`config.mk`:
```
export PLATFORM = sky130hd
export DESIGN_NAME = ibs_engine
export DESIGN_NICKNAME = d
export VERILOG_FILES = /design/src/rtl/ibs_pkg.sv /design/src/rtl/ibs_lane.sv /design/src/rtl/ibs_trial_cnt.sv /design/src/rtl/ibs_engine.sv
export SDC_FILE = /design/constraint.sdc
export NUM_CORES = 1
export LEC_CHECK = 0
export BUFFER_PORTS_ARGS = -buffer_cell sky130_fd_sc_hd__buf_4
export CAP_MARGIN = 0
export CELL_PAD_IN_SITES_DETAIL_PLACEMENT = 0
export CELL_PAD_IN_SITES_GLOBAL_PLACEMENT = 1
export CORE_MARGIN = 2
export CORE_UTILIZATION = 46
export DETAILED_ROUTE_END_ITERATION = 8
export GPL_TIMING_DRIVEN = 0
export PLACE_DENSITY = 0.85
export SETUP_SLACK_MARGIN = 0.02
export SLEW_MARGIN = 20
export SYNTH_ARGS = -nofsm -noshare
export SYNTH_HDL_FRONTEND = slang
export SYNTH_HIERARCHICAL = 1
export SYNTH_SLANG_ARGS = --single-unit
```
`constraint.sdc`:
```
create_clock -name clk -period 4.4 [get_ports clk]
set_input_delay 0.22 -clock clk [delete_from_list [all_inputs] [get_ports clk]]
set_output_delay 0.22 -clock clk [all_outputs]
set_load 0.02 [all_outputs]
```
`src/rtl/ibs_pkg.sv`:
```
package ibs_pkg;
   typedef enum logic [2:0] {
      S_IDLE,
      S_NARROW,
      S_GROW_STEP,
      S_GROW_EVAL,
      S_SPLIT_STEP,
      S_SPLIT_EVAL,
      S_DONE
   } ibs_state_e;
endpackage

```
`src/rtl/ibs_lane.sv`:
```
module ibs_lane #(
   parameter int KEY_W = 8
) (
   input  logic             clk,
   input  logic             rst_n,
   input  logic             load,
   input  logic [KEY_W-1:0] item_in,
   input  logic [KEY_W-1:0] ad,
   input  logic             eval,
   input  logic             zero_res,
   input  logic             mark_p,
   output logic             found_o,
   output logic             found_nx_o,
   output logic             low_o,
   output logic             p_keep_o,
   output logic [KEY_W-1:0] key_o
);
   logic [KEY_W-1:0] item_q;
   logic [KEY_W-1:0] key_q;
   logic             found_q;
   logic             pm_q;
   logic             eq;

   assign eq         = !found_q && (item_q == ad);
   assign low_o      = !found_q && (item_q < ad);
   assign p_keep_o   = pm_q && !(eval && eq);
   assign found_nx_o = found_q || (eval && eq) || (zero_res && low_o);
   assign found_o    = found_q;
   assign key_o      = key_q;

   always_ff @(posedge clk or negedge rst_n) begin
      if (!rst_n) begin
         item_q  <= '0;
         key_q   <= '0;
         found_q <= 1'b0;
         pm_q    <= 1'b0;
      end else if (load) begin
         item_q  <= item_in;
         key_q   <= '0;
         found_q <= 1'b0;
         pm_q    <= 1'b0;
      end else if (eval && eq) begin
         found_q <= 1'b1;
         key_q   <= ad;
         pm_q    <= 1'b0;
      end else if (zero_res && low_o) begin
         found_q <= 1'b1;
         key_q   <= '0;
         pm_q    <= 1'b0;
      end else if (mark_p && low_o) begin
         pm_q    <= 1'b1;
      end
   end

   a_r3_item_hold: assert property (@(posedge clk) disable iff (!rst_n)
      !load |=> $stable(item_q));
   a_r9_found_sticky: assert property (@(posedge clk) disable iff (!rst_n)
      (found_q && !load) |=> (found_q && $stable(key_q)));
   a_r9_mark_clear: assert property (@(posedge clk) disable iff (!rst_n)
      !(pm_q && found_q));
endmodule

```
`src/rtl/ibs_trial_cnt.sv`:
```
module ibs_trial_cnt #(
   parameter int W = 16
) (
   input  logic         clk,
   input  logic         rst_n,
   input  logic         clr,
   input  logic         inc,
   output logic [W-1:0] count
);
   always_ff @(posedge clk or negedge rst_n) begin
      if (!rst_n)   count <= '0;
      else if (clr) count <= '0;
      else if (inc) count <= count + W'(1);
   end

   a_r7_count_step: assert property (@(posedge clk) disable iff (!rst_n)
      (inc && !clr) |=> (count == $past(count) + W'(1)));
   a_r7_count_hold: assert property (@(posedge clk) disable iff (!rst_n)
      (!inc && !clr) |=> $stable(count));
endmodule

```
`src/rtl/ibs_engine.sv`:
```
module ibs_engine
   import ibs_pkg::*;
#(
   parameter int KEY_W   = 8,
   parameter int ITEMS   = 4,
   parameter int TRIAL_W = 16
) (
   input  logic                     clk,
   input  logic                     rst_n,
   input  logic                     start,
   input  logic [ITEMS*KEY_W-1:0]   items_i,
   output logic [ITEMS-1:0]         found_o,
   output logic [ITEMS*KEY_W-1:0]   keys_o,
   output logic [TRIAL_W-1:0]       trials_o,
   output logic                     done_o
);
   localparam logic [KEY_W-1:0] TOP_BIT = KEY_W'(1) << (KEY_W - 1);

   initial begin
      assert (KEY_W >= 2) else $error("KEY_W must be at least 2");
      assert (ITEMS >= 1) else $error("ITEMS must be at least 1");
      assert (TRIAL_W >= 4) else $error("TRIAL_W must be at least 4");
   end

   ibs_state_e       state;
   logic [KEY_W-1:0] ad, x, adc, xc, x_up, x_dn;
   logic             cop_pend;
   logic             busy, accept, eval, zero_res;
   logic             any_low, p_any, all_found_nx, restore_now, create_cop;
   logic [ITEMS-1:0] low_v, found_nx_v, p_keep_v;

   assign busy     = (state != S_IDLE) && (state != S_DONE);
   assign accept   = start && !busy;
   assign eval     = (state == S_NARROW) || (state == S_GROW_EVAL) || (state == S_SPLIT_EVAL);
   assign zero_res = (state == S_NARROW) && x[0];
   assign x_up     = x << 1;
   assign x_dn     = x >> 1;

   assign any_low      = |low_v;
   assign p_any        = |p_keep_v;
   assign all_found_nx = &found_nx_v;
   assign restore_now  = cop_pend && !p_any && (adc >= ad);
   assign create_cop   = (state == S_GROW_EVAL) && !restore_now && any_low && !p_any && !cop_pend;

   for (genvar k = 0; k < ITEMS; k++) begin : g_lane
      ibs_lane #(.KEY_W(KEY_W)) u_lane (
         .clk        (clk),
         .rst_n      (rst_n),
         .load       (accept),
         .item_in    (items_i[k*KEY_W +: KEY_W]),
         .ad         (ad),
         .eval       (eval),
         .zero_res   (zero_res),
         .mark_p     (create_cop),
         .found_o    (found_o[k]),
         .found_nx_o (found_nx_v[k]),
         .low_o      (low_v[k]),
         .p_keep_o   (p_keep_v[k]),
         .key_o      (keys_o[k*KEY_W +: KEY_W])
      );
   end

   ibs_trial_cnt #(.W(TRIAL_W)) u_cnt (
      .clk   (clk),
      .rst_n (rst_n),
      .clr   (accept),
      .inc   (eval),
      .count (trials_o)
   );

   always_ff @(posedge clk or negedge rst_n) begin
      if (!rst_n) begin
         state    <= S_IDLE;
         ad       <= '0;
         x        <= '0;
         adc      <= '0;
         xc       <= '0;
         cop_pend <= 1'b0;
      end else if (accept) begin
         state    <= S_NARROW;
         ad       <= TOP_BIT;
         x        <= TOP_BIT;
         cop_pend <= 1'b0;
      end else begin
         unique case (state)
            S_NARROW: begin
               if (all_found_nx) begin
                  state <= S_DONE;
               end else if (x[0]) begin
                  ad    <= any_low ? (ad & ~x) : ad;
                  state <= S_GROW_STEP;
               end else begin
                  ad <= (any_low ? (ad & ~x) : ad) | x_dn;
                  x  <= x_dn;
               end
            end
            S_GROW_STEP: begin
               if ((ad & x) != '0) begin
                  x <= x_up;
               end else begin
                  ad    <= ad | x;
                  state <= S_GROW_EVAL;
               end
            end
            S_GROW_EVAL: begin
               if (all_found_nx) begin
                  state <= S_DONE;
               end else if (restore_now) begin
                  ad       <= adc;
                  x        <= xc;
                  cop_pend <= 1'b0;
               end else if (any_low) begin
                  if (create_cop) begin
                     cop_pend <= 1'b1;
                     xc       <= (x_up == '0) ? x : x_up;
                     adc      <= ad | x_up;
                  end
                  state <= S_SPLIT_STEP;
               end else begin
                  state <= S_GROW_STEP;
               end
            end
            S_SPLIT_STEP: begin
               if (!p_any) begin
                  if (cop_pend) begin
                     ad       <= adc;
                     x        <= xc;
                     cop_pend <= 1'b0;
                     state    <= S_GROW_EVAL;
                  end else begin
                     state <= S_GROW_STEP;
                  end
               end else if (x[0]) begin
                  state <= S_GROW_STEP;
               end else begin
                  x     <= x_dn;
                  ad    <= ad & ~x_dn;
                  state <= S_SPLIT_EVAL;
               end
            end
            S_SPLIT_EVAL: begin
               if (all_found_nx) begin
                  state <= S_DONE;
               end else begin
                  if (!any_low && p_any) ad <= ad | x;
                  state <= S_SPLIT_STEP;
               end
            end
            default: ;
         endcase
      end
   end

   assign done_o = (state == S_DONE);

   a_r6_done_all: assert property (@(posedge clk) disable iff (!rst_n)
      done_o |-> (&found_o));
   a_r6_done_hold: assert property (@(posedge clk) disable iff (!rst_n)
      (done_o && !start) |=> done_o);
   a_r7_step_onehot: assert property (@(posedge clk) disable iff (!rst_n)
      busy |-> $onehot(x));
   a_r3_busy_start: assert property (@(posedge clk) disable iff (!rst_n)
      (busy && start) |=> (state != S_IDLE));
   a_r2_accept_clear: assert property (@(posedge clk) disable iff (!rst_n)
      accept |=> (found_o == '0 && trials_o == '0 && !done_o));
endmodule

```
* Yosys cells after proc, flatten, opt, wreduce, memory -nomap -nowiden
Cells that the tools add are included.
** Cells by class
- Add/sub/neg operators :: 1
- $lt $le $gt $ge :: 5
- Equal/unequal tests :: 25
- Multiplexer cells :: 84
- Bitwise operators :: 11
- Reduce and logical (&&, ||, !) cells :: 80
** Operators by type and width (number)
- 8-bit 2-to-1 mux :: 33
- 8-bit case mux with 5 select lines :: 1
- 1-bit 2-to-1 mux :: 35
- 1-bit logical AND :: 34
- 8-bit == test :: 4
- 8-bit less-than comparator :: 4
- 16-bit 2-to-1 mux :: 2
- 8-bit case mux with 4 select lines :: 1
- 3-bit 2-to-1 mux :: 9
- 8-bit bitwise AND :: 3
- 3-bit inequality test, second input constant :: 8
- 4-bit inequality test, second input constant :: 5
- 3-bit nonzero test :: 6
- 16-bit by 1-bit adder with 16-bit output, second input constant :: 1
- 8-bit bitwise OR :: 2
- 4-bit nonzero test :: 4
- 3-bit case mux with 5 select lines :: 1
- 1-bit zero test :: 13
- 6-bit AND reduction :: 2
- 1-bit logical OR :: 10
- 3-bit == test, second input constant :: 3
- 9-bit AND reduction :: 1
- 8-bit greater-or-equal comparator :: 1
- 8-bit zero test :: 1
- other kinds (17) :: 22
** Word-level totals
- Register bits :: 124
- Output and inout port bits :: 53
- Logic and storage cells :: 229

* Longest topological paths before layout
Gate-level depths: netlist (run 1).
- Depth after elaboration :: 21
- Gate-level depth with buffers :: 16
- Mapped depth without buffers :: 12

* Modules after synthesis
Netlist (run 1), hierarchy kept.
** Modules (own cells, without submodules)
- ibs_lane :: times used 4, cells each 94, area an instance 982.2 µm², seq. area each 450.4 µm²
- ibs_engine :: times used 1, cells each 302, area an instance 2582.5 µm², seq. area each 900.9 µm²
- ibs_trial_cnt :: times used 1, cells each 79, area an instance 795.8 µm², seq. area each 400.4 µm²

* Worst setup path before layout (run 1)
No wires, ideal clock.
- Path kind :: reg2reg
- Start point :: register state[0]
- End point :: register xc[6]
- Library setup time :: 0.128 ns
- Arrival :: 3.841 ns
- Required time :: 4.272 ns
- Slack :: 0.432 ns
- Stages on the path, launching flop included :: 15
- Buffers on the path :: 5
- Period minus slack after synthesis :: 3.968 ns
- Cell sequence :: dfrtp_1 -> clkbuf_1 -> inv_1 -> clkbuf_1 -> a21oi_1 -> nand4b_1 -> or3_1 -> buf_2 -> and2_1 -> or4_1 -> clkbuf_1 -> nor4_2 -> nand2_1 -> clkbuf_1 -> mux2_1
** On the way
- Word-level cells in the longest chain between the ends :: 16
- Elaborated cells on any way between the ends :: 49
- Classes of those cells :: 4 x eq/ne; 3 x bitwise; 42 x reduce/logical
** Ends and longest elaborated chain
- start, declared :: RTL line ibs_engine.sv:25 : ibs_state_e state;
- start signal, assigned :: RTL line ibs_engine.sv:73 : state <= S_IDLE;
- start signal, assigned :: RTL line ibs_engine.sv:80 : state <= S_NARROW;
- start signal, assigned :: RTL line ibs_engine.sv:88 : state <= S_DONE;
- 3-bit by 1-bit == test with 1-bit output / 3-bit by 2-bit == test with 1-bit output (equally long branches) :: RTL line ibs_engine.sv:34 : assign eval = (state == S_NARROW) || (state == S_GROW_EVAL) || (state == S_SPLIT_EVAL);
- 1-bit logical OR :: RTL line ibs_engine.sv:34
- 1-bit logical OR (*) :: RTL line ibs_engine.sv:34
- via eval :: RTL line ibs_engine.sv:28 : logic busy, accept, eval, zero_res;
- 1-bit logical AND (*) :: RTL line ibs_lane.sv:26 : assign p_keep_o = pm_q && !(eval && eq);
- 1-bit zero test (*) :: RTL line ibs_lane.sv:26
- 1-bit logical AND (*) :: RTL line ibs_lane.sv:26
- via p_keep_v[1] :: RTL line ibs_engine.sv:30 : logic [ITEMS-1:0] low_v, found_nx_v, p_keep_v;
- 4-bit OR reduction (*) :: RTL line ibs_engine.sv:40 : assign p_any = |p_keep_v;
- 1-bit zero test (*)
- 1-bit logical AND (2 in series) :: RTL line ibs_engine.sv:42 : assign restore_now = cop_pend && !p_any && (adc >= ad);
- 1-bit zero test :: RTL line ibs_engine.sv:43 : assign create_cop = (state == S_GROW_EVAL) && !restore_now && any_low && !p_any && !cop_pend;
- 1-bit logical AND (2 in series) :: RTL line ibs_engine.sv:43
- 1-bit logical AND (*) (2 in series) :: RTL line ibs_engine.sv:43
- via create_cop :: RTL line ibs_engine.sv:29 : logic any_low, p_any, all_found_nx, restore_now, create_cop;
- 6-bit AND reduction (no source line) (*)
- end signal, assigned :: RTL line ibs_engine.sv:115 : xc <= (x_up == '0) ? x : x_up;
- end, declared :: RTL line ibs_engine.sv:26 : logic [KEY_W-1:0] ad, x, adc, xc, x_up, x_dn;
The timed path passes the listed nets; every way through them passes the cells marked *.
A chain may end at the register's enable or synchronous reset.

* Worst setup path in the final report (run 1)
- Start point :: register ad[2]
- End point :: register ad[6]
** On the way
- Elaborated cells on any way between the ends :: 67
- Classes of those cells :: 5 x order compare; 12 x eq/ne; 6 x mux; 2 x bitwise; 42 x reduce/logical
** RTL lines
- start, declared :: RTL line ibs_engine.sv:26
- start signal, assigned :: RTL line ibs_engine.sv:90 : ad <= any_low ? (ad & ~x) : ad;
- start signal, assigned :: RTL line ibs_engine.sv:93 : ad <= (any_low ? (ad & ~x) : ad) | x_dn;
- start signal, assigned :: RTL line ibs_engine.sv:101 : ad <= ad | x;
- parallel branches: the longest is 4 deep, another holds 8-bit less-than comparator
- 1-bit logical OR (*) :: RTL line ibs_lane.sv:27 : assign found_nx_o = found_q || (eval && eq) || (zero_res && low_o);
- via found_nx_v[2] :: RTL line ibs_engine.sv:30
- 4-bit AND reduction (*) :: RTL line ibs_engine.sv:41 : assign all_found_nx = &found_nx_v;
- 3-bit inequality test (no source line)
- 9-bit AND reduction (no source line) (*)
Mark *: on every way through the listed nets, which the timed path passes. The select of a mux whose other input is x is not followed.

==> results of run 1 <==
cells by family (layout without fill, tap and decap cells):
family                   Yosys count  count (layout)
AO/OA/AOI/OAI                    221             221
XOR/XNOR                          12              12
adder cells (fa/ha/maj)           41              41
buffers and inverters             96             217
flip-flops                       124             124
multiplexers                      38              38
AND/OR/NAND/NOR                  225             225
repair_timing:
action	4_1_cts	5_1_grt
pin swaps	3	1
buffers inserted	2	0
hold endpoints to repair	45	0
resized for setup	6	15
gates cloned	0	0
endpoints found under the setup margin	38	25
hold buffers	1	0
placed cells by master, fill, tap and decap left out, types with 7 or more instances in the layout:
| cell type | instances |
|---|---|
| dfrtp_1 | 117 |
| buf_4 | 94 |
| nand2_1 | 81 |
| a21oi_1 | 61 |
| inv_1 | 50 |
| ha_1 | 41 |
| nor2_1 | 39 |
| o211ai_1 | 32 |
| mux2_2 | 29 |
| clkbuf_1 | 21 |
| o21ai_0 | 21 |
| clkbuf_16 | 17 |
| buf_2 | 14 |
| nand4_1 | 14 |
| or3_1 | 13 |
| nor2b_1 | 12 |
| o21ai_1 | 12 |
| a221oi_1 | 9 |
| xnor2_1 | 9 |
| o21bai_1 | 8 |
| nor3_1 | 8 |
| nor4_1 | 7 |
| nand2b_1 | 7 |
| a211oi_1 | 7 |
| dfrtp_2 | 7 |
per-stage QoR:
step	utilization	instance area (um^2)	worst slack, ns	TNS (ns)	hold WS (ns)
2_1_floorplan	-	7310	0.432	0	-0.0756
3_3_place_gp	0.524	8230	-1.09	-23.07	0.430
3_5_place_dp	0.526	8270	-1.13	-24.53	0.187
4_1_cts	0.565	8880	0.0478	0	0.00668
5_1_grt	0.566	8890	0.0296	0	0.00908
6_report	0.566	8890	0.264	0	0.0166
state kept, by name (all words and copies together) (netlist names):
register,count
u_cnt/count,16
xc,8
g_lane.u_lane/pm_q,4
state,3
adc,8
g_lane.u_lane/key_o,32
g_lane.u_lane/item_q,32
g_lane.u_lane/found_o,4
ad,8
x,8
cop_pend,1
report_power, final:
group / internal, mW / switching, mW / total [mW]
clock: 0.788 / 0.535 / 1.32
sequential: 1.51 / 0.490 / 2.00
combinational: 1.36 / 1.98 / 3.34
area by class of cell:
type | count | share of cell area
inverters | 50 | 0.0211
clock buffers | 18 | 0.0494
well taps | 216 | 0.0304
plain buffers | 44 | 0.0242
multi-input cells | 537 | 0.431
clock inverters | 14 | 0.0138
repair buffers | 91 | 0.0798
flip-flops and latches | 124 | 0.350
worst max-delay path, stage by stage, from the launching register on:
cell      delay [ns]
dfrtp_1         0.76
inv_1           0.10
ha_1            0.30
nand2_1         0.07
o21bai_1        0.16
a21oi_1         0.23
nor2_2          0.10
or3_1           0.40
and4_1          0.33
a221oi_4        0.40
nand2_2         0.17
or4_1           0.55
buf_2           0.21
o31ai_2         0.26
final timing paths:
path / from / endpoint / slack (ns) / cells after the start
worst max-delay path: ad[2]$_DFFE_PN0P_ / ad[6]$_DFFE_PN0P_ / 0.26 / 13
worst min-delay path: items_i[24] / g_lane[3].u_lane/item_q[0]$_DFFE_PN0P_ / 0.02 / 3
worst max register to register: ad[2]$_DFFE_PN0P_ / ad[6]$_DFFE_PN0P_ / 0.26 / 13
worst min register to register: xc[6]$_DFFE_PN0P_ / xc[6]$_DFFE_PN0P_ / 0.49 / 1
max in group asynchronous: rst_n / ad[3]$_DFFE_PN0P_ / 3.34 / 3
min in group asynchronous: rst_n / g_lane[2].u_lane/key_o[0]$_DFFE_PN0P_ / 0.29 / 2
synth_stat cells (all sizes together), types with 5 or more instances:
cell and number:
buf 19, and2 7, nor4 11, a211o 5, xnor2 9, o31ai 10, o21bai 8, nor2 43
nand2b 7, mux2 35, ha 41, a31oi 6, nand2 87, a21oi 62, nor2b 12, a221oi 10
clkbuf 27, a211oi 7, o21ai 34, nor3 8, a22oi 5, nand4 14, inv 50, or3 13
o2bb2ai 6, nand3 6, dfrtp 124, o211ai 36, a21o 5
per-layer routing:
layer | vias up | wire (um) | track usage
met5 | - | 0 | 0
met4 | 0 | 634 | 0.113
met3 | 53 | 1440 | 0.0508
met2 | 297 | 9800 | 0.407
met1 | 3153 | 9130 | 0.335
li1 | 2991 | - | -
==> out/qor.csv, run 1 <==
stage,metric,value,unit
sta,pins over their slew limit,0,
layout,layout cells sized above 1,0.251,
pwr,Lkg Pwr,3.97,nW
die,FP Rows,46,
logic_synthesis,main flop type after synthesis,dfrtp_1,
layout,Reg area,3110,um^2
die,full die area,16900,um^2
logic_synthesis,Avg Inst Size Synth,9.65,um^2
logic_synthesis,simple-gate share of the synthesized area,0.162,
sta,Peak Freq,242,MHz
logic_synthesis,post-synthesis adder-cell area fraction,0.0702,
logic_synthesis,register area share after synthesis,0.425,
worst_hold_path,Worst Hold Class,in2reg,
die,area of the core,15700,um^2
clocking,clk buf depth,2,
global_routing,first-pass GRT wire length,33200,um
routing,Routed WL,21000,um
layout,Final #Nets,941,
placement,Final HPWL DP,14800,um
routing,First-pass DRT Iterations,5,
layout,fillcell total,1413,
layout,"non-filler cells, final",1094,
run_status,status,completed,
routing,DR iter-0 viols,512,
global_routing,number of global-route vias before repair,6420,
pwr,maximum vdd drop,0.304,mV
clocking,clock sink count,124,
logic_synthesis,post-synth top area cell,dfrtp_1,
logic_synthesis,post-synth top area share,0.425,
worst_setup_path,Setup crit start kind,flip-flop,
sta,endpoints failing setup,0,
sta,slew margin rel.,0.360,
routing,DRC,0,
global_routing,largest net degree at the start of global routing,80,
routing,routed len/inst,19.2,um
die,Initial Util,0.465,
worst_setup_path,Crit Path Class,reg2reg,
worst_setup_path,WP data required,4.73,ns
sta,Worst Tran Pin Value,0.951,ns
routing,via count,6494,
pwr,Power per Cell Area,749,nW/um^2
logic_synthesis,xor/xnor share of the synthesized area,0.0144,
sta,clock skew,0.00851,ns
pwr,Design Power,6.66,mW
clocking,H-tree depth,4,
sta,min cycle time layout,4.14,ns
sta,RSZ-0062 raised after global routing,no,
job,max_cap viols,0,
worst_setup_path,worst endpoint data arrival time,4.47,ns
logic_synthesis,largest family of logic cells by synthesized area,compound AO/OA/AOI/OAI gates,
logic_synthesis,asr flop ratio synth,1.00,
layout,multi-input logic area,3830,um^2
routing,vias per inst,5.94,
die,overall die height,130,um
sta,Final Cycle Share,0.940,
sta,Final Hold Fails,0,
logic_synthesis,#FFs+latches synth,124,
clocking,total CTS buffers,17,
global_routing,GRT Overall Usage,0.254,
clocking,worst-skew pair later-pin latency,0.43,ns
placement,Port Buffers,87,
logic_synthesis,Synth warnings,6,
worst_setup_path,"Max FO, Critical Path",12,
logic_synthesis,synth top area cells,"dfrtp_1 (42%), ha_1 (7.0%), mux2_2 (4.5%)",
logic_synthesis,Synth Cell Area,7310,um^2
placement,Final GP Congestion,0.923,
routing,DRT antenna net count,0,
placement,dpl cells,1061,
logic_synthesis,Synth cell types,69,
die,Die X,130,um
logic_synthesis,syn nets,833,
global_routing,"Remaining Overflow, GRT",0,
layout,Area Overhead vs Synth,21.7,%
logic_synthesis,Mapped Cells,757,
clocking,CTS Root Cell,clkbuf_16,
logic_synthesis,post-synthesis mux area share,0.0580,
global_routing,antenna violations before repair,0,
clocking,Worst-path clk slew,0.06,ns
clocking,TritonCTS clock tree,built,
die,IO Pins,88,
layout,Ant. Diodes,0,
logic_synthesis,Synth Area in Compound Gates,0.216,
logic_synthesis,number of flops mapped to enable cells by yosys,0,
worst_setup_path,Critical Path End Type,flip-flop,
(Power assumes the default switching activity.)
==> run 2: changes to the inputs <==
- PLACE_DENSITY: 0.85 -> not set
- PLACE_DENSITY_LB_ADDON: not set -> 0.15
==> run 2 against run 1 <==
Maximum frequency down 1.3%. Combinational power up 2%. Setup slack worse by 0.053 ns. First-iteration DRC count down 13%. Sequential share of layout area down 0.59 points. Flip-flop and latch count unchanged. Worst hold slack better by 0.0023 ns. Global-route usage up 0.59 points. Via count down 2.0%. Core utilization up 0.92 points. Largest cell class unchanged.
==> out/qor.csv, run 2 (synthesized netlist as in run 1, its figures left out) <==
stage,metric,value,unit,change
worst_setup_path,Crit Path Class,reg2reg,,
clocking,worst-skew pair later-pin latency,0.43,ns,about the same
routing,DR iter-0 viols,445,,-13%
placement,Port Buffers,87,,unchanged
sta,RSZ-0062 raised after global routing,no,,
pwr,P_sw,3.04,mW,+1.1%
pwr,Gate power share,0.492,,-0.009
worst_hold_path,hold_sp,items_i[16],,
worst_setup_path,Crit path buffers/inverters,2,,unchanged
sta,Worst Tran Pin Value,0.796,ns,-0.155 ns
global_routing,antenna violations before repair,0,,unchanged
clocking,TritonCTS clock tree,built,,
clocking,H-tree depth,4,,unchanged
worst_setup_path,stages on the worst setup path,13,,unchanged
sta,endpoints failing setup,0,,unchanged
pwr,Clock power frac,0.221,,+0.022
routing,via count,6366,,-2.0%
pwr,maximum vdd drop,0.446,mV,+47%
global_routing,GRT Overall Usage,0.260,,+0.00589
clocking,clock sink count,124,,unchanged
global_routing,"Remaining Overflow, GRT",0,,unchanged
layout,most frequent cells in the layout,"dfrtp_1 (119), buf_4 (93), nand2_1 (79), a21oi_1 (61), inv_1 (50)",,
sta,Peak Freq,239,MHz,-1.3%
pwr,Pint,3.91,mW,+7.1%
clocking,total CTS buffers,17,,unchanged
pwr,Lkg Pwr,4.05,nW,+2.0%
clocking,clk buf depth,2,,unchanged
worst_setup_path,cell depth of the worst flop-to-flop path,13,,unchanged
worst_hold_path,hold depth,3,,unchanged
worst_setup_path,Critical Path End Type,flip-flop,,
routing,DRC,0,,unchanged
pwr,Sw Share,0.437,,-0.0144
sta,Final Cycle Share,0.952,,+0.0120
worst_setup_path,CP max-delay cell,dfrtp_1,,
sta,Final Hold Fails,0,,unchanged
layout,Ant. Diodes,0,,unchanged
layout,"commonest non-fill, non-tap cell in the layout",dfrtp_1,,
global_routing,number of global-route vias before repair,6310,,-1.7%
die,Die X,130,um,unchanged
layout,multi-input logic area,3840,um^2,+0.23%
layout,Reg area,3110,um^2,about the same
worst_setup_path,worst r2r src,ad[3]$_DFFE_PN0P_,,
routing,vias per inst,5.80,,-2.3%
clocking,Worst-path clk slew,0.06,ns,about the same
die,area of the core,15700,um^2,unchanged
die,Initial Util,0.465,,unchanged
worst_setup_path,Worst path top cell family by delay,simple AND/OR/NAND/NOR gates,,
die,IO Pins,88,,unchanged
sta,pins over their slew limit,0,,unchanged
run_status,status,completed,,
global_routing,first-pass GRT wire length,33600,um,+1.3%
clocking,CTS Root Cell,clkbuf_16,,
worst_setup_path,worst endpoint data arrival time,4.51,ns,+0.04 ns
sta,WHS,0.0190,ns,+0.00234 ns
pwr,share of power burned in registers,0.286,,-0.014
layout,Area Overhead vs Synth,23.6,%,
pwr,Power per Cell Area,769,nW/um^2,+2.7%
routing,DRT antenna net count,0,,unchanged
worst_setup_path,Critical Path Max Stage Delay,0.79,ns,+0.03 ns
job,max_cap viols,0,,unchanged
worst_hold_path,Worst Hold Class,in2reg,,
die,overall die height,130,um,unchanged
worst_setup_path,Crit. Startpoint,ad[3]$_DFFE_PN0P_,,
worst_setup_path,"Max FO, Critical Path",12,,unchanged
layout,fillcell total,1392,,-1.5%
die,FP Rows,46,,unchanged
sta,slew margin rel.,0.467,,+0.107
routing,routed len/inst,19.5,um,+1.5%
placement,Final HPWL DP,14700,um,-0.44%
routing,First-pass DRT Iterations,5,,unchanged
worst_setup_path,WP data required,4.72,ns,about the same
sta,min cycle time layout,4.19,ns,+0.0530 ns
die,full die area,16900,um^2,unchanged
worst_setup_path,Setup crit start kind,flip-flop,,
sta,clock skew,0.0106,ns,+0.00210 ns
layout,Final #Nets,945,,+0.43%
global_routing,largest net degree at the start of global routing,83,,+3.8%
routing,Routed WL,21400,um,+1.9%
pwr,Design Power,6.95,mW,+4.4%
worst_setup_path,worst-path cell chain,"inv_1, ha_1, nand2_1, o21bai_1, a21oi_1, nor2_2, or3_1, and4_1, a221oi_4, nand2_2, or4_1, buf_2, o31ai_2",,
layout,layout cells sized above 1,0.253,,+0.00226
placement,Final GP Congestion,0.903,,-2.2%
==> run 2: changes by cell type in the layout (fill, tap and decap cells not counted), sizes merged <==
| cell | previous run | this run |
|---|---|---|
| inv | 51 | 50 |
| clkinvlp | 5 | 2 |
| buf | 111 | 112 |
| dlygate4sd3 | 1 | 3 |
| clkinv | 7 | 3 |
| bufinv | 1 | 4 |
| clkbuf | 41 | 47 |
==> run 2: per-stage QoR <==
stage	worst slack [ns]	area [um^2]	cells	util	TNS [ns]
2_1_floorplan	0.432	7310	757	-	0
3_3_place_gp	-1.31	8230	1060	0.524	-28.40
3_5_place_dp	-1.44	8270	1062	0.527	-33.18
4_1_cts	0.0263	9020	1099	0.574	0
5_1_grt	0.0231	9030	1098	0.575	0
6_report	0.211	9030	1098	0.575	0
==> run 2: final cells by class <==
type                            count  area share
Multi-Input combinational cell    537       0.425
Sequential cell                   124       0.344
Timing Repair Buffer               95      0.0835
Clock buffer                       23      0.0551
Tap cell                          216      0.0299
Buffer                             44      0.0237
Inverter                           50      0.0208
Clock inverter                      9      0.0175
==> run 2: worst paths after layout <==
check	to	slack (ns)
max reg2reg	ad[6]$_DFFE_PN0P_	0.21
min in group asynchronous	g_lane[2].u_lane/key_o[3]$_DFFE_PN0P_	0.29
min reg2reg	xc[4]$_DFFE_PN0P_	0.50
min	g_lane[2].u_lane/item_q[0]$_DFFE_PN0P_	0.02
max	ad[6]$_DFFE_PN0P_	0.21
max in group asynchronous	ad[6]$_DFFE_PN0P_	3.33
==> run 2: timing repair <==
item / in CTS / in global routing
pin swaps: 2 / 0
buffers inserted: 3 / 0
hold buffers: 3 / 0
gates resized for setup: 9 / 12
hold endpoints to repair: 44 / 0
setup endpoints to repair: 38 / 26
==> run 2: metal layers <==
layer	wire [um]	track usage	vias to the layer above	share of wire
met3	1160	0.0492	47	0.054
li1	-	-	2993	-
met4	596	0.0980	0	0.028
met5	0	0	-	0
met1	9740	0.348	3117	0.45
met2	9910	0.420	209	0.46
==> run 2: worst reg2reg max path, delay by kind of cell, from the launching register on <==
family                     cells  cell delay (ns)
buffers and inverters          2             0.32
and+or+nand+nor                6             1.60
AOI/OAI and AO/OA              4             1.06
DFF                            1             0.79
adders and majority gates      1             0.32
==> run 2: power groups by stage <==
stage | clock [mW] | sequential, mW | combinational [mW]
final | 1.54 | 1.99 | 3.42
after global routing | 1.61 | 2.03 | 3.79
after CTS | 1.56 | 1.99 | 3.39
after detailed placement | 0 | 1.99 | 3.31
after global placement | 0 | 1.97 | 3.21
after floorplan | 0 | 1.83 | 2.38
==> run 3: changes to the inputs <==
- CORE_ASPECT_RATIO: not set -> 1.4
- CTS_CLUSTER_DIAMETER: not set -> 120
- GPL_TIMING_DRIVEN: 0 -> not set
==> run 3 against run 2 <==
Core utilization shrank 0.086 points. Global-route usage down 0.90 points. Critical path depth shrank 2. Cell area fell by 1.2%. Clock power decreased by 5%. Wire length fell by 2.2%. Flip-flop and latch count unchanged. Setup slack improved by 0.0091 ns. Worst hold slack worse by 0.0036 ns. Sequential share of layout area increased by 0.36 points. Register-to-register slack barely moved. Die area about the same.
==> out/qor.csv, run 3 (synthesized netlist as in run 1, its figures left out) <==
stage,metric,value,unit,change
worst_setup_path,worst r2r src,ad[7]$_DFFE_PN0P_,,
worst_hold_path,hold_sp,items_i[16],,
placement,Port Buffers,87,,unchanged
global_routing,GRT Overall Usage,0.251,,-0.00903
clocking,cts repair resizes,0,,-9
layout,most frequent cells in the layout,"dfrtp_1 (124), buf_4 (124), nand2_1 (81), a21oi_1 (62), inv_1 (49)",,
pwr,maximum vdd drop,0.423,mV,-5.1%
sta,Peak Freq,239,MHz,+0.22%
clocking,CTS Root Cell,clkbuf_16,,
die,area of the core,15500,um^2,-1.1%
pwr,Power per Cell Area,763,nW/um^2,-0.78%
run_status,status,completed,,
sta,WHS,0.0153,ns,-0.00365 ns
routing,Routed WL,20900,um,-2.2%
global_routing,GRT met3 Usage,0.0416,,-0.00757
global_routing,met1 GRT Util,0.318,,-0.0299
sta,setup slack after layout,0.220,ns,+0.00911 ns
sta,RSZ-0062 raised after global routing,no,,
clocking,TritonCTS clock tree,built,,
layout,fillcell total,1413,,+1.5%
placement,dpl cell area,8290,um^2,+0.20%
pwr,Design Power,6.81,mW,-2.0%
clocking,H-tree depth,4,,unchanged
layout,Ant. Diodes,0,,unchanged
worst_setup_path,Crit. Startpoint,ad[7]$_DFFE_PN0P_,,
sta,pins over their slew limit,0,,unchanged
sta,endpoints failing setup,0,,unchanged
layout,Area Overhead vs Synth,22.1,%,
placement,dpl cells,1032,,-2.8%
worst_setup_path,Setup crit start kind,flip-flop,,
job,max_cap viols,0,,unchanged
routing,via count,6346,,-0.31%
global_routing,antenna violations before repair,0,,unchanged
worst_setup_path,worst-path cell chain,"buf_4, inv_1, ha_1, nand4_1, or3_1, and2_1, or4_1, nand3_1, a311oi_1, or4_1, o31ai_2",,
worst_setup_path,worst endpoint data arrival time,4.50,ns,about the same
die,overall die height,153,um,+18%
die,Initial Util,0.470,,+0.00517
layout,Final #Nets,933,,-1.3%
sta,Final Cycle Share,0.950,,-0.00207
routing,First-pass DRT Iterations,5,,unchanged
sta,Worst Tran Pin Value,0.795,ns,-0.000878 ns
global_routing,number of global-route vias before repair,6424,,+1.8%
clocking,worst-skew pair later-pin latency,0.42,ns,about the same
clocking,total CTS buffers,17,,unchanged
worst_setup_path,Crit Path Class,reg2reg,,
sta,min cycle time layout,4.18,ns,-0.00911 ns
routing,routed len/inst,19.6,um,+0.78%
placement,Final GP Congestion,0.901,,-0.13%
die,Die X,111,um,-15%
placement,pre-CTS WS,0.260,ns,+1.70 ns
routing,DRC,0,,unchanged
sta,Total Neg Setup Slack,0,ns,unchanged
sta,clock skew,0.00860,ns,-0.00201 ns
placement,Final HPWL DP,14700,um,+0.26%
routing,vias per inst,5.95,,+2.7%
clocking,clk buf depth,2,,unchanged
routing,DR iter-0 viols,375,,-16%
layout,Final Util,0.574,,-0.000858
sta,slew margin rel.,0.456,,-0.0112
layout,design area,8920,um^2,-1.2%
pwr,Lkg Pwr,4.05,nW,about the same
die,full die area,16900,um^2,about the same
layout,layout cells sized above 1,0.254,,+0.00119
die,FP Rows,54,,+17%
worst_setup_path,Critical Path End Type,flip-flop,,
worst_setup_path,CP max-delay cell,or4_1,,
worst_setup_path,cell repeated most along the worst path,or4_1,,
sta,Final Hold Fails,0,,unchanged
worst_setup_path,Critical Path Max Stage Delay,0.74,ns,-0.05 ns
global_routing,largest net degree at the start of global routing,85,,+2.4%
global_routing,grt peak-use layer,met2,,
clocking,Worst-path clk slew,0.06,ns,about the same
global_routing,first-pass GRT wire length,34100,um,+1.5%
worst_setup_path,WP data required,4.73,ns,about the same
die,IO Pins,88,,unchanged
clocking,Post-CTS Setup Bufs,0,,-3
routing,DRT antenna net count,0,,unchanged
worst_setup_path,"Max FO, Critical Path",9,,-3
clocking,clock sink count,124,,unchanged
worst_hold_path,Worst Hold Class,in2reg,,
global_routing,met2 usage,0.435,,+0.0146
layout,"non-filler cells, final",1066,,-2.9%
global_routing,"Remaining Overflow, GRT",0,,unchanged
-- run 3: changes by cell type in the layout (fill, tap and decap cells not counted), sizes merged --
cell	delta
clkbuf	-25
bufinv	-1
clkinv	+2
buf	+13
dlygate4sd3	-1
-- run 3: path summary, 6_finish.rpt --
check	to	slack [ns]	cells after the start
max	ad[6]$_DFFE_PN0P_	0.22	11
min	g_lane[2].u_lane/item_q[0]$_DFFE_PN0P_	0.02	3
max reg2reg	ad[6]$_DFFE_PN0P_	0.22	11
min reg2reg	xc[3]$_DFFE_PN0P_	0.49	1
max in group asynchronous	g_lane[2].u_lane/key_o[2]$_DFFE_PN0P_	3.06	3
min in group asynchronous	u_cnt/count[12]$_DFFE_PN0P_	0.34	2
-- run 3: power by group --
| part | switching [mW] | internal (mW) |
|---|---|---|
| clock | 0.526 | 0.935 |
| sequential | 0.408 | 1.50 |
| combinational | 2.04 | 1.41 |
| total | 2.97 | 3.84 |
-- run 3: layout make-up --
cell class | count | area, um^2 | share of cell area
flip-flops and latches | 124 | 3100 | 0.348
clock buffers | 22 | 474 | 0.0532
clock inverters | 10 | 138 | 0.0154
inverters | 50 | 189 | 0.0212
multi-input cells | 537 | 3800 | 0.426
well taps | 196 | 245 | 0.0275
repair buffers | 127 | 971 | 0.109
-- run 3: layer usage --
metal  vias up  part of all wire
met4         0             0.019
met1      3163              0.43
li1       2974                 -
met2       177              0.51
met5         -                 0
met3        32             0.040
-- run 3: worst max-delay path: cells and delay by family (launching register included) --
| family | cells | cell delay [ns] |
|---|---|---|
| and+or+nand+nor | 6 | 2.49 |
| buffers and inverters | 2 | 0.29 |
| AOI/OAI and AO/OA | 2 | 0.41 |
| adders and majority gates | 1 | 0.32 |
| DFF | 1 | 0.58 |
-- run 3: timing repair --
| action | CTS | global route |
|---|---|---|
| setup endpoints to repair | 0 | 0 |
| endpoints found under the hold margin | 38 | 0 |
| hold buffers | 2 | 0 |
